--- src/rtl/btn_port_pkg.sv ---
// Shared constants and word-index encoding for the push-button event port.
// Assumes a 2-bit word index selecting four words.
package btn_port_pkg;
    localparam int KEY_COUNT  = 4;
    localparam int WORD_WIDTH = 32;

    typedef enum logic [1:0] {
        WORD_LEVEL = 2'd0,
        WORD_DIR   = 2'd1,
        WORD_MASK  = 2'd2,
        WORD_EVENT = 2'd3
    } word_sel_e;
endpackage

--- src/rtl/btn_release_detect.sv ---
// Per-button release detector: flags a cycle where the level falls from 1 to 0.
// Assumes clean, synchronised inputs; one history flop per button.
module btn_release_detect #(
    parameter int N = 4
) (
    input  logic         clk,
    input  logic         rst_n,
    input  logic [N-1:0] level_i,
    output logic [N-1:0] release_o
);
    genvar g;
    generate
        for (g = 0; g < N; g++) begin : g_key
            logic prev_q;
            // Remember the level seen on the previous edge.
            always_ff @(posedge clk) begin
                if (!rst_n) prev_q <= 1'b0;
                else        prev_q <= level_i[g];
            end
            // A release is pressed-then-not-pressed.
            assign release_o[g] = prev_q & ~level_i[g];
        end
    endgenerate
endmodule

--- src/rtl/btn_event_store.sv ---
// Sticky per-button event bits: set by a release, cleared by write-one.
// A set and a clear in the same cycle leave the bit set.
module btn_event_store #(
    parameter int N = 4
) (
    input  logic         clk,
    input  logic         rst_n,
    input  logic [N-1:0] set_i,
    input  logic [N-1:0] clr_i,
    output logic [N-1:0] cap_o
);
    genvar g;
    generate
        for (g = 0; g < N; g++) begin : g_bit
            logic cap_q;
            // Set wins over clear; otherwise hold.
            always_ff @(posedge clk) begin
                if (!rst_n)         cap_q <= 1'b0;
                else if (set_i[g])  cap_q <= 1'b1;
                else if (clr_i[g])  cap_q <= 1'b0;
            end
            assign cap_o[g] = cap_q;
        end
    endgenerate
endmodule

--- src/rtl/btn_bus_regs.sv ---
// Bus side: mask storage, write-one-clear decode and registered read mux.
// Assumes one access per cycle; direction word is read-as-zero.
module btn_bus_regs
    import btn_port_pkg::*;
#(
    parameter int N  = 4,
    parameter int DW = 32
) (
    input  logic          clk,
    input  logic          rst_n,
    input  logic          sel_i,
    input  logic          wr_i,
    input  logic [1:0]    word_i,
    input  logic [DW-1:0] wdata_i,
    input  logic [N-1:0]  level_i,
    input  logic [N-1:0]  cap_i,
    output logic [N-1:0]  mask_o,
    output logic [N-1:0]  clr_o,
    output logic [DW-1:0] rdata_o
);
    localparam int PAD = DW - N;

    logic          wr_stb;
    logic          rd_stb;
    logic [N-1:0]  mask_q;
    logic [DW-1:0] rdata_q;
    logic [N-1:0]  rd_lo;
    logic          unused_wdata_hi;

    assign wr_stb          = sel_i & wr_i;
    assign rd_stb          = sel_i & ~wr_i;
    assign unused_wdata_hi = ^wdata_i[DW-1:N];

    // Mask word keeps only the implemented low bits.
    always_ff @(posedge clk) begin
        if (!rst_n)                              mask_q <= '0;
        else if (wr_stb && word_i == WORD_MASK)  mask_q <= wdata_i[N-1:0];
    end

    // Write-one-clear strobes for the event word.
    always_comb begin
        clr_o = '0;
        if (wr_stb && word_i == WORD_EVENT) clr_o = wdata_i[N-1:0];
    end

    // Select the implemented bits of the addressed word.
    always_comb begin
        case (word_i)
            WORD_LEVEL: rd_lo = level_i;
            WORD_MASK:  rd_lo = mask_q;
            WORD_EVENT: rd_lo = cap_i;
            default:    rd_lo = '0;
        endcase
    end

    // Register read data on an accepted read; hold otherwise.
    always_ff @(posedge clk) begin
        if (!rst_n)      rdata_q <= '0;
        else if (rd_stb) rdata_q <= {{PAD{1'b0}}, rd_lo};
    end

    assign mask_o  = mask_q;
    assign rdata_o = rdata_q;
endmodule

--- src/rtl/btn_irq_gate.sv ---
// Interrupt combine: OR of events that have their mask bit set.
// Purely combinational from registered state.
module btn_irq_gate #(
    parameter int N = 4
) (
    input  logic [N-1:0] cap_i,
    input  logic [N-1:0] mask_i,
    output logic         irq_o
);
    // Any enabled pending event requests service.
    always_comb irq_o = |(cap_i & mask_i);
endmodule

--- src/rtl/btn_event_port.sv ---
// Top: push-button event port with level, direction, mask and event words.
// Assumes synchronised, debounced active-high button levels.
module btn_event_port
    import btn_port_pkg::*;
#(
    parameter int NUM_KEYS = KEY_COUNT,
    parameter int DATA_W   = WORD_WIDTH
) (
    input  logic                clk,
    input  logic                rst_n,
    input  logic [NUM_KEYS-1:0] key_level_i,
    input  logic                bus_sel_i,
    input  logic                bus_wr_i,
    input  logic [1:0]          bus_word_i,
    input  logic [DATA_W-1:0]   bus_wdata_i,
    output logic [DATA_W-1:0]   bus_rdata_o,
    output logic                irq_o
);
    logic [NUM_KEYS-1:0] release_w;
    logic [NUM_KEYS-1:0] clr_w;
    logic [NUM_KEYS-1:0] cap_q;
    logic [NUM_KEYS-1:0] mask_q;

    btn_release_detect #(.N(NUM_KEYS)) u_rel (
        .clk(clk), .rst_n(rst_n), .level_i(key_level_i), .release_o(release_w)
    );

    btn_event_store #(.N(NUM_KEYS)) u_evt (
        .clk(clk), .rst_n(rst_n), .set_i(release_w), .clr_i(clr_w), .cap_o(cap_q)
    );

    btn_bus_regs #(.N(NUM_KEYS), .DW(DATA_W)) u_regs (
        .clk(clk), .rst_n(rst_n), .sel_i(bus_sel_i), .wr_i(bus_wr_i),
        .word_i(bus_word_i), .wdata_i(bus_wdata_i), .level_i(key_level_i),
        .cap_i(cap_q), .mask_o(mask_q), .clr_o(clr_w), .rdata_o(bus_rdata_o)
    );

    btn_irq_gate #(.N(NUM_KEYS)) u_irq (
        .cap_i(cap_q), .mask_i(mask_q), .irq_o(irq_o)
    );
endmodule

--- config.mk ---
export PLATFORM = sky130hd
export DESIGN_NAME = btn_event_port
export DESIGN_NICKNAME = d
export VERILOG_FILES = /design/src/rtl/btn_port_pkg.sv /design/src/rtl/btn_release_detect.sv /design/src/rtl/btn_event_store.sv /design/src/rtl/btn_bus_regs.sv /design/src/rtl/btn_irq_gate.sv /design/src/rtl/btn_event_port.sv
export SDC_FILE = /design/constraint.sdc
export NUM_CORES = 1
export LEC_CHECK = 0
export ABC_AREA = 1
export ABC_CLOCK_PERIOD_IN_PS = 1300
export BUFFER_PORTS_ARGS = -buffer_cell sky130_fd_sc_hd__clkbuf_2
export CORE_MARGIN = 3
export CORE_UTILIZATION = 43
export DETAILED_ROUTE_END_ITERATION = 12
export GPL_ROUTABILITY_DRIVEN = 0
export PLACE_DENSITY = 0.85
export SLEW_MARGIN = 20
export SYNTH_ARGS = -nofsm -noshare
export SYNTH_HDL_FRONTEND = slang
export SYNTH_HIERARCHICAL = 1
export SYNTH_SLANG_ARGS = --single-unit
--- constraint.sdc ---
create_clock -name clk -period 1.3 [get_ports clk]
set_input_delay 0.13 -clock clk [delete_from_list [all_inputs] [get_ports clk]]
set_output_delay 0.13 -clock clk [all_outputs]
set_load 0.02 [all_outputs]
Word level (Yosys, flattened, before mapping)
Index checks and enable logic that the tools add are counted.
{"block": "word_totals", "register_bits": 16, "latchBits": 0, "ramBits": 0, "romBits": 0, "input_bits": 42, "memories": 0}
{"block": "classes", "n_addsub": 0, "n_mul": 0, "div_mod_pow": 0, "magnitude_cmp": 0, "n_eq_ne": 2, "shift": 0, "mux": 10, "bitwise": 12, "reduce_logical": 8}
{"cell": "$pmux 4 s3", "count": 1}
{"cell": "$mux 1", "count": 8}
{"cell": "$reduce_bool 2->1", "count": 4}
{"cell": "$and 1x1->1", "count": 6}
{"cell": "$not 1->1", "count": 5}
{"cell": "$and 4x4->4", "count": 1}
{"cell": "$eq 2x2->1 const B", "count": 2}
{"cell": "$mux 4", "count": 1}
{"cell": "$reduce_or 4->1", "count": 1}
{"cell": "$logic_and 1x1->1", "count": 2}
{"cell": "$logic_not 2->1", "count": 1}

Depth between registers and ports, before layout
Gate-level depths: netlist of run 1.
{"block": "depth", "ltp_word": 5, "depth_mapped": 6, "depth_no_buf": 5}

Modules after synthesis
The synthesis of run 1 kept the hierarchy.
{"mod": "btn_bus_regs", "instances": 1, "cells_per_inst": 92, "area_per_inst_um2": 655.6, "seq_area_each_um2": 160.2}
{"mod": "btn_event_store", "instances": 1, "cells_per_inst": 25, "area_per_inst_um2": 178.9, "seq_area_each_um2": 80.1}
{"mod": "btn_release_detect", "instances": 1, "cells_per_inst": 20, "area_per_inst_um2": 140.1, "seq_area_each_um2": 80.1}
{"mod": "btn_irq_gate", "instances": 1, "cells_per_inst": 9, "area_per_inst_um2": 33.8, "seq_area_each_um2": 0.0}

Least setup slack after synthesis of run 1
No wires, ideal clock.
{"block": "synth_path", "path_kind": "reg2out", "start": "register u_evt.g_bit[0].cap_q", "end": "output irq_o", "arrival_time_ns": 0.683, "slack_ns": 0.487, "path_stages_with_launch": 6, "n_path_buf": 1, "path_cell_list": "dfxtp_1 buf_4 nand2_1 nand2_1 inv_1 nand2_1"}
{"block": "synth_between", "elab_chain_len": 2}
{"item": "from (decl)", "line": "btn_event_store.sv:15", "source": "logic cap_q;"}
{"item": "from (signal assigned)", "line": "btn_event_store.sv:18", "source": "if (!rst_n) cap_q <= 1'b0;"}
{"item": "from (signal assigned)", "line": "btn_event_store.sv:19", "source": "else if (set_i[g]) cap_q <= 1'b1;"}
{"item": "from (signal assigned)", "line": "btn_event_store.sv:20", "source": "else if (clr_i[g]) cap_q <= 1'b0;"}
{"item": "$and 4x4->4", "line": "btn_irq_gate.sv:11", "source": "always_comb irq_o = |(cap_i & mask_i);"}
{"item": "$reduce_or 4->1", "line": "btn_irq_gate.sv:11"}
{"item": "to (decl)", "line": "btn_event_port.sv:17", "source": "output logic irq_o"}
Every way passes these cells.

Worst setup path in the final report of run 1
{"block": "layout_path", "start": "register u_regs.mask_q[0], in the netlist u_regs/mask_o[0]", "end": "output irq_o"}
{"block": "layout_between", "elab_chain_len": 2}
{"item": "from (decl)", "line": "btn_bus_regs.sv:25", "source": "logic [N-1:0] mask_q;"}
{"item": "from (signal assigned)", "line": "btn_bus_regs.sv:37", "source": "else if (wr_stb && word_i == WORD_MASK) mask_q <= wdata_i[N-1:0];"}
{"item": "$and 4x4->4", "line": "btn_irq_gate.sv:11"}
{"item": "$reduce_or 4->1", "line": "btn_irq_gate.sv:11"}
Every way passes these cells.

==> results of run 1 <==
-- cell type report --
| type | instances | area (um^2) | area share |
|---|---|---|---|
| inverter | 27 | 101.3 | 0.09951 |
| tap | 27 | 33.78 | 0.03317 |
| multi-input combinational | 97 | 436.7 | 0.4287 |
| sequential | 16 | 320.3 | 0.3145 |
| timing repair buffer | 18 | 90.09 | 0.08845 |
| clock buffer | 4 | 36.28 | 0.03563 |
-- report_power, final --
group / switching [uW] / internal, uW
Clock: 153 / 171
Sequential: 11.3 / 511
Combinational: 144 / 42.2
Total: 309 / 724
-- through the flow --
step           area [um^2]  setup WS (ns)  power, uW  cells
3_5_place_dp         982.2         0.2534      717.4    185
4_1_cts               1018         0.1183       1043    189
3_3_place_gp         982.2         0.2822      715.5    185
2_1_floorplan         1110         0.4866      745.0    173
6_report              1018         0.1373       1032    189
5_1_grt               1018        0.05125       1087    189
-- kinds of logic (layout without fill, tap and decap cells) --
kind of cell           after synthesis  count (layout)
buffers and inverters               60              49
AND/OR/NAND/NOR                     53              53
AO/OA/AOI/OAI                       16              16
flip-flops                          16              16
other                                1              28
-- critical path: stages, from the launching register on --
cell	delay, ns
dfxtp_1	0.38
nand2_1	0.06
nand2_1	0.06
inv_1	0.03
nand2_1	0.05
clkbuf_2	0.16
-- routing by layer --
metal  wire (um)  part of all wire  global-route usage
met4          12            0.0073             0.04979
met1         722              0.44              0.1466
met2         737              0.45              0.1733
met5           0                 0                   0
met3         173              0.11             0.05450
-- cells in the final DEF, fill, tap and decap left out --
cell type / n
conb_1: 28
nand4_1: 1
inv_2: 1
inv_1: 26
clkbuf_2: 18
nor2_4: 1
a21oi_1: 12
nor2_8: 1
clkbuf_8: 1
nor2_1: 9
nand3_1: 12
nand2_1: 28
nand2_4: 1
dfxtp_1: 16
o21ai_2: 1
o21ai_1: 3
clkbuf_4: 3
-- registers in the layout, summed over array words and instances, names as in the netlist --
name,flops
u_regs/mask_o,4
u_regs/rdata_o,4
u_evt/g_bit.cap_q,4
u_rel/g_key.prev_q,4
-- cell usage after synthesis --
library cell,count
o21ai_1,3
nor2_4,1
buf_6,1
nor2_8,1
buf_4,32
nand2_4,1
conb_1,1
inv_1,26
inv_2,1
nor2_1,9
a21oi_1,12
dfxtp_1,16
nand2_1,28
nand3_1,12
o21ai_2,1
nand4_1,1
-- how the worst min path moves through the flow --
| stage | cells past startpoint | end | slack (ns) |
|---|---|---|---|
| floorplan | 2 | u_rel/g_key[0].prev_q | 0.22 |
| global placement | 3 | u_rel/g_key[1].prev_q | 0.35 |
| detailed placement | 3 | u_rel/g_key[2].prev_q | 0.36 |
| CTS | 3 | u_rel/g_key[2].prev_q | 0.05 |
| global route | 3 | u_rel/g_key[3].prev_q | 0.07 |
| finish | 3 | u_rel/g_key[2].prev_q | 0.06 |
==> impl_metrics.env, run 1 <==
export IMPL_synth_top_area_frac=0.3176
export IMPL_hp_class="primary input to flop"
export IMPL_yosysTopAreaCell="dfxtp_1"
export IMPL_cp_arrival_ns=1.03
export IMPL_cts_buffer_depth=2
export IMPL_reg2reg_to="u_regs/rdata_o[0]"
export IMPL_dp_hpwl_um=1348
export IMPL_clock_fmax_mhz=860.1
export IMPL_hold_viol=0
export IMPL_start_kind="flop"
export IMPL_hp_start="key_level_i[2]"
export IMPL_cts_buffers_inserted=3
export IMPL_fin_nets=205
export IMPL_ys_warn_count=6
export IMPL_initial_core_util=0.4844
export IMPL_port_buffers=18
export IMPL_grt_max_degree=12
export IMPL_cts_setup_buffers=0
export IMPL_hold_buffers=0
export IMPL_areaGrowthSynthToFinish_pct=0.9929
export IMPL_grt_overflow=0
export IMPL_fin_util=0.4892
export IMPL_muxShareOfSynthArea=0
export IMPL_wirelength_um=1646
export IMPL_grt_pass1_wl_um=2484
export IMPL_setup_viol_count_final=0
export IMPL_synth_compound_area_frac=0.08313
export IMPL_ys_seq_area_frac=0.3176
export IMPL_drive_above_1_share=0.1667
export IMPL_grt_antenna_before_repair=0
export IMPL_grt_usage=0.1178
export IMPL_wl_per_cell_um=8.709
export IMPL_synth_simple_area_share=0.2457
export IMPL_syn_inst=146
export IMPL_clkTransAtPathRegs_ns=0.09
export IMPL_clock_root_buffer="clkbuf_4"
export IMPL_max_cap_violations=0
export IMPL_powerDensity_mw_per_mm2=1013
export IMPL_r2r_start="u_regs/mask_o[0]"
export IMPL_num_vias=792
export IMPL_cts_tree="built"
export IMPL_criticalPathCategory="flop to output pin"
export IMPL_post_route_period_util=0.8944
export IMPL_holdWs_ns=0.05947
export IMPL_avgSynthCellArea_um2=6.907
export IMPL_path_max_fanout=3
export IMPL_ios=75
export IMPL_fillCellCount=247
export IMPL_synth_fa_ha_area_frac=0
export IMPL_synth_top_family_by_area="buffers and inverters"
export IMPL_synth_area_leaders="dfxtp_1 (32%), buf_4 (24%), nand2_1 (10%), inv_1 (9.7%), a21oi_1 (6.0%)"
export IMPL_tns_ns=0
export IMPL_viasPerCell=4.190
export IMPL_drc_errors=0
export IMPL_layout_min_cycle_time_ns=1.163
export IMPL_r2r_cells=4
export IMPL_required_ns=1.17
export IMPL_cp_startpoint="u_regs/mask_o[0]"
export IMPL_critical_path_endpoint_type="output pin"
export IMPL_crit_path_end="irq_o"
export IMPL_drtPass1Iterations=4
export IMPL_grt_setup_unrepaired="no"
export IMPL_clk_latency_ns=0.29
export IMPL_fin_skew_ns=0.004785
export IMPL_dieArea_mm2=0.002963
export IMPL_core_area_mm2=0.002082
export IMPL_dieHeight_um=54.43
export IMPL_synth_seq_cells=16
export IMPL_htree_levels=1
export IMPL_grt_pass1_vias=593
export IMPL_cts_sinks=16
export IMPL_netlist_area_mm2=0.001008
export IMPL_ir_drop_uv=639.8
export IMPL_p_leak_uw=0.0005624
export IMPL_cts_resized=0
export IMPL_rrSetupSlack_ns=0.48
export IMPL_drv_slew=0
export IMPL_synthXorXnorAreaFrac=0
export IMPL_ys_types=16
export IMPL_die_w_um=54.43
export IMPL_diodes=0
export IMPL_first_iter_violations=8
export IMPL_drtAntennaViolNets=0
export IMPL_num_rows=16
export IMPL_status="completed"
(Power assumes the default switching activity.)
==> inputs of run 2 (changes only) <==
--- a/config.mk
+++ b/config.mk
@@ -12,6 +12,7 @@
 export CORE_UTILIZATION = 43
 export DETAILED_ROUTE_END_ITERATION = 12
 export GPL_ROUTABILITY_DRIVEN = 0
+export GPL_TIMING_DRIVEN = 0
 export PLACE_DENSITY = 0.85
 export SLEW_MARGIN = 20
 export SYNTH_ARGS = -nofsm -noshare
==> impl_metrics.env, run 2 (same netlist as run 1, synthesis figures left out) <==
export IMPL_criticalPathCategory="flop to output pin"
export IMPL_grt_pass1_wl_um=2801
export IMPL_dp_cells=218
export IMPL_wirelength_um=1817
export IMPL_worst_path_most_repeated_cell="nand2_1"
export IMPL_powerDensity_mw_per_mm2=873.8
export IMPL_met1Wirelength_um=781
export IMPL_cp_arrival_ns=1.08
export IMPL_post_route_period_util=0.9318
export IMPL_most_common_layout_cells="buf_4 (33), nand2_1 (28), conb_1 (28)"
export IMPL_core_area_mm2=0.002082
export IMPL_cpPeakStageDelay_ns=0.33
export IMPL_wl_per_cell_um=8.185
export IMPL_top_layer_used="met3"
export IMPL_ir_drop_uv=830.6
export IMPL_cts_buffers_inserted=3
export IMPL_fin_ws_ns=0.08868
export IMPL_layout_min_cycle_time_ns=1.211
export IMPL_fin_util=0.6118
export IMPL_wl_met3_um=185
export IMPL_die_w_um=54.43
export IMPL_max_cap_violations=0
export IMPL_setup_viol_count_final=0
export IMPL_p_leak_uw=0.0007437
export IMPL_port_buffers=18
export IMPL_hold_buffers=0
export IMPL_num_vias=878
export IMPL_status="completed"
export IMPL_final_common_cell="buf_4"
export IMPL_drtPass1Iterations=4
export IMPL_dieArea_mm2=0.002963
export IMPL_cp_cell_sequence="buf_4 -> nand2_1 -> nand2_1 -> inv_1 -> nand2_1 -> buf_4"
export IMPL_grt_overflow=0
export IMPL_htree_levels=1
export IMPL_total_power_uw=1113
export IMPL_grt_usage=0.1302
export IMPL_hp_class="primary input to flop"
export IMPL_grt_max_degree=11
export IMPL_cts_resized=0
export IMPL_diodes=0
export IMPL_cts_sinks=16
export IMPL_drive_above_1_share=0.3128
export IMPL_dp_slack_ns=0.2566
export IMPL_grt_antenna_before_repair=0
export IMPL_ios=75
export IMPL_cp_slowest_cell="dfxtp_2"
export IMPL_dieHeight_um=54.43
export IMPL_first_iter_violations=22
export IMPL_met2_length_um=850
export IMPL_drv_slew=0
export IMPL_finalNonFillerCells=222
export IMPL_cts_setup_buffers=0
export IMPL_grt_pass1_vias=684
export IMPL_clkTransAtPathRegs_ns=0.10
export IMPL_required_ns=1.17
export IMPL_fin_nets=238
export IMPL_clk_latency_ns=0.28
export IMPL_fin_skew_ns=0.005137
export IMPL_clock_fmax_mhz=825.5
export IMPL_drc_errors=0
export IMPL_start_kind="flop"
export IMPL_areaGrowthSynthToFinish_pct=26.30
export IMPL_drtAntennaViolNets=0
export IMPL_critical_path_endpoint_type="output pin"
export IMPL_dp_hpwl_um=1513
export IMPL_cts_buffer_depth=2
export IMPL_path_max_fanout=2
export IMPL_num_rows=16
export IMPL_clock_root_buffer="clkbuf_4"
export IMPL_cts_tree="built"
export IMPL_initial_core_util=0.4844
export IMPL_viasPerCell=3.955
export IMPL_hold_viol=0
-- run 2: changes by cell type in the layout (fill, tap and decap cells not counted) --
cell and change:
clkbuf_2 -1, dfxtp_2 +1, buf_4 +33, buf_6 +1
dfxtp_1 -1
-- run 2: routing by layer --
metal  GRT usage  up-vias
li1            -      481
met1      0.1642      357
met2      0.2171       40
met3     0.04905        0
met4     0.01245        0
met5           0        -
-- run 2: path summary, 6_finish.rpt --
path / startpoint / endpoint / slack, ns / depth (start not counted)
worst max-delay path: u_evt/g_bit[2].cap_q / irq_o / 0.09 / 6
worst min-delay path: key_level_i[2] / u_rel/g_key[2].prev_q / 0.07 / 3
worst max register to register: u_evt/g_bit[1].cap_q / u_regs/rdata_o[1] / 0.43 / 5
worst min register to register: u_regs/rdata_o[2] / u_regs/rdata_o[2] / 0.47 / 2
-- run 2: worst max-delay path, delay by kind of cell, from the launching register on --
family / cells / cell delay, ns
buffers and inverters: 3 / 0.32
flip-flops: 1 / 0.33
AND/OR/NAND/NOR: 3 / 0.15
-- run 2: cell type report --
type | count | area (um^2)
clock buffers | 4 | 36.28
plain buffers | 33 | 251.5
inverters | 27 | 101.3
well taps | 27 | 33.78
fillers | 215 | 808.3
flip-flops and latches | 16 | 321.6
repair buffers | 18 | 92.59
multi-input cells | 97 | 436.7
-- run 2: power by group --
| group | internal, uW | switching [uW] |
|---|---|---|
| registers | 511 | 9.88 |
| logic | 109 | 160 |
| clock network | 170 | 153 |
-- run 2: through the flow --
step	hold WS (ns)	setup TNS (ns)	instance area (um^2)
2_1_floorplan	0.2235	0	1110
3_3_place_gp	0.3539	0	1234
3_5_place_dp	0.3640	0	1234
4_1_cts	0.06531	0	1270
5_1_grt	0.08728	-0.005599	1274
6_report	0.07316	0	1274
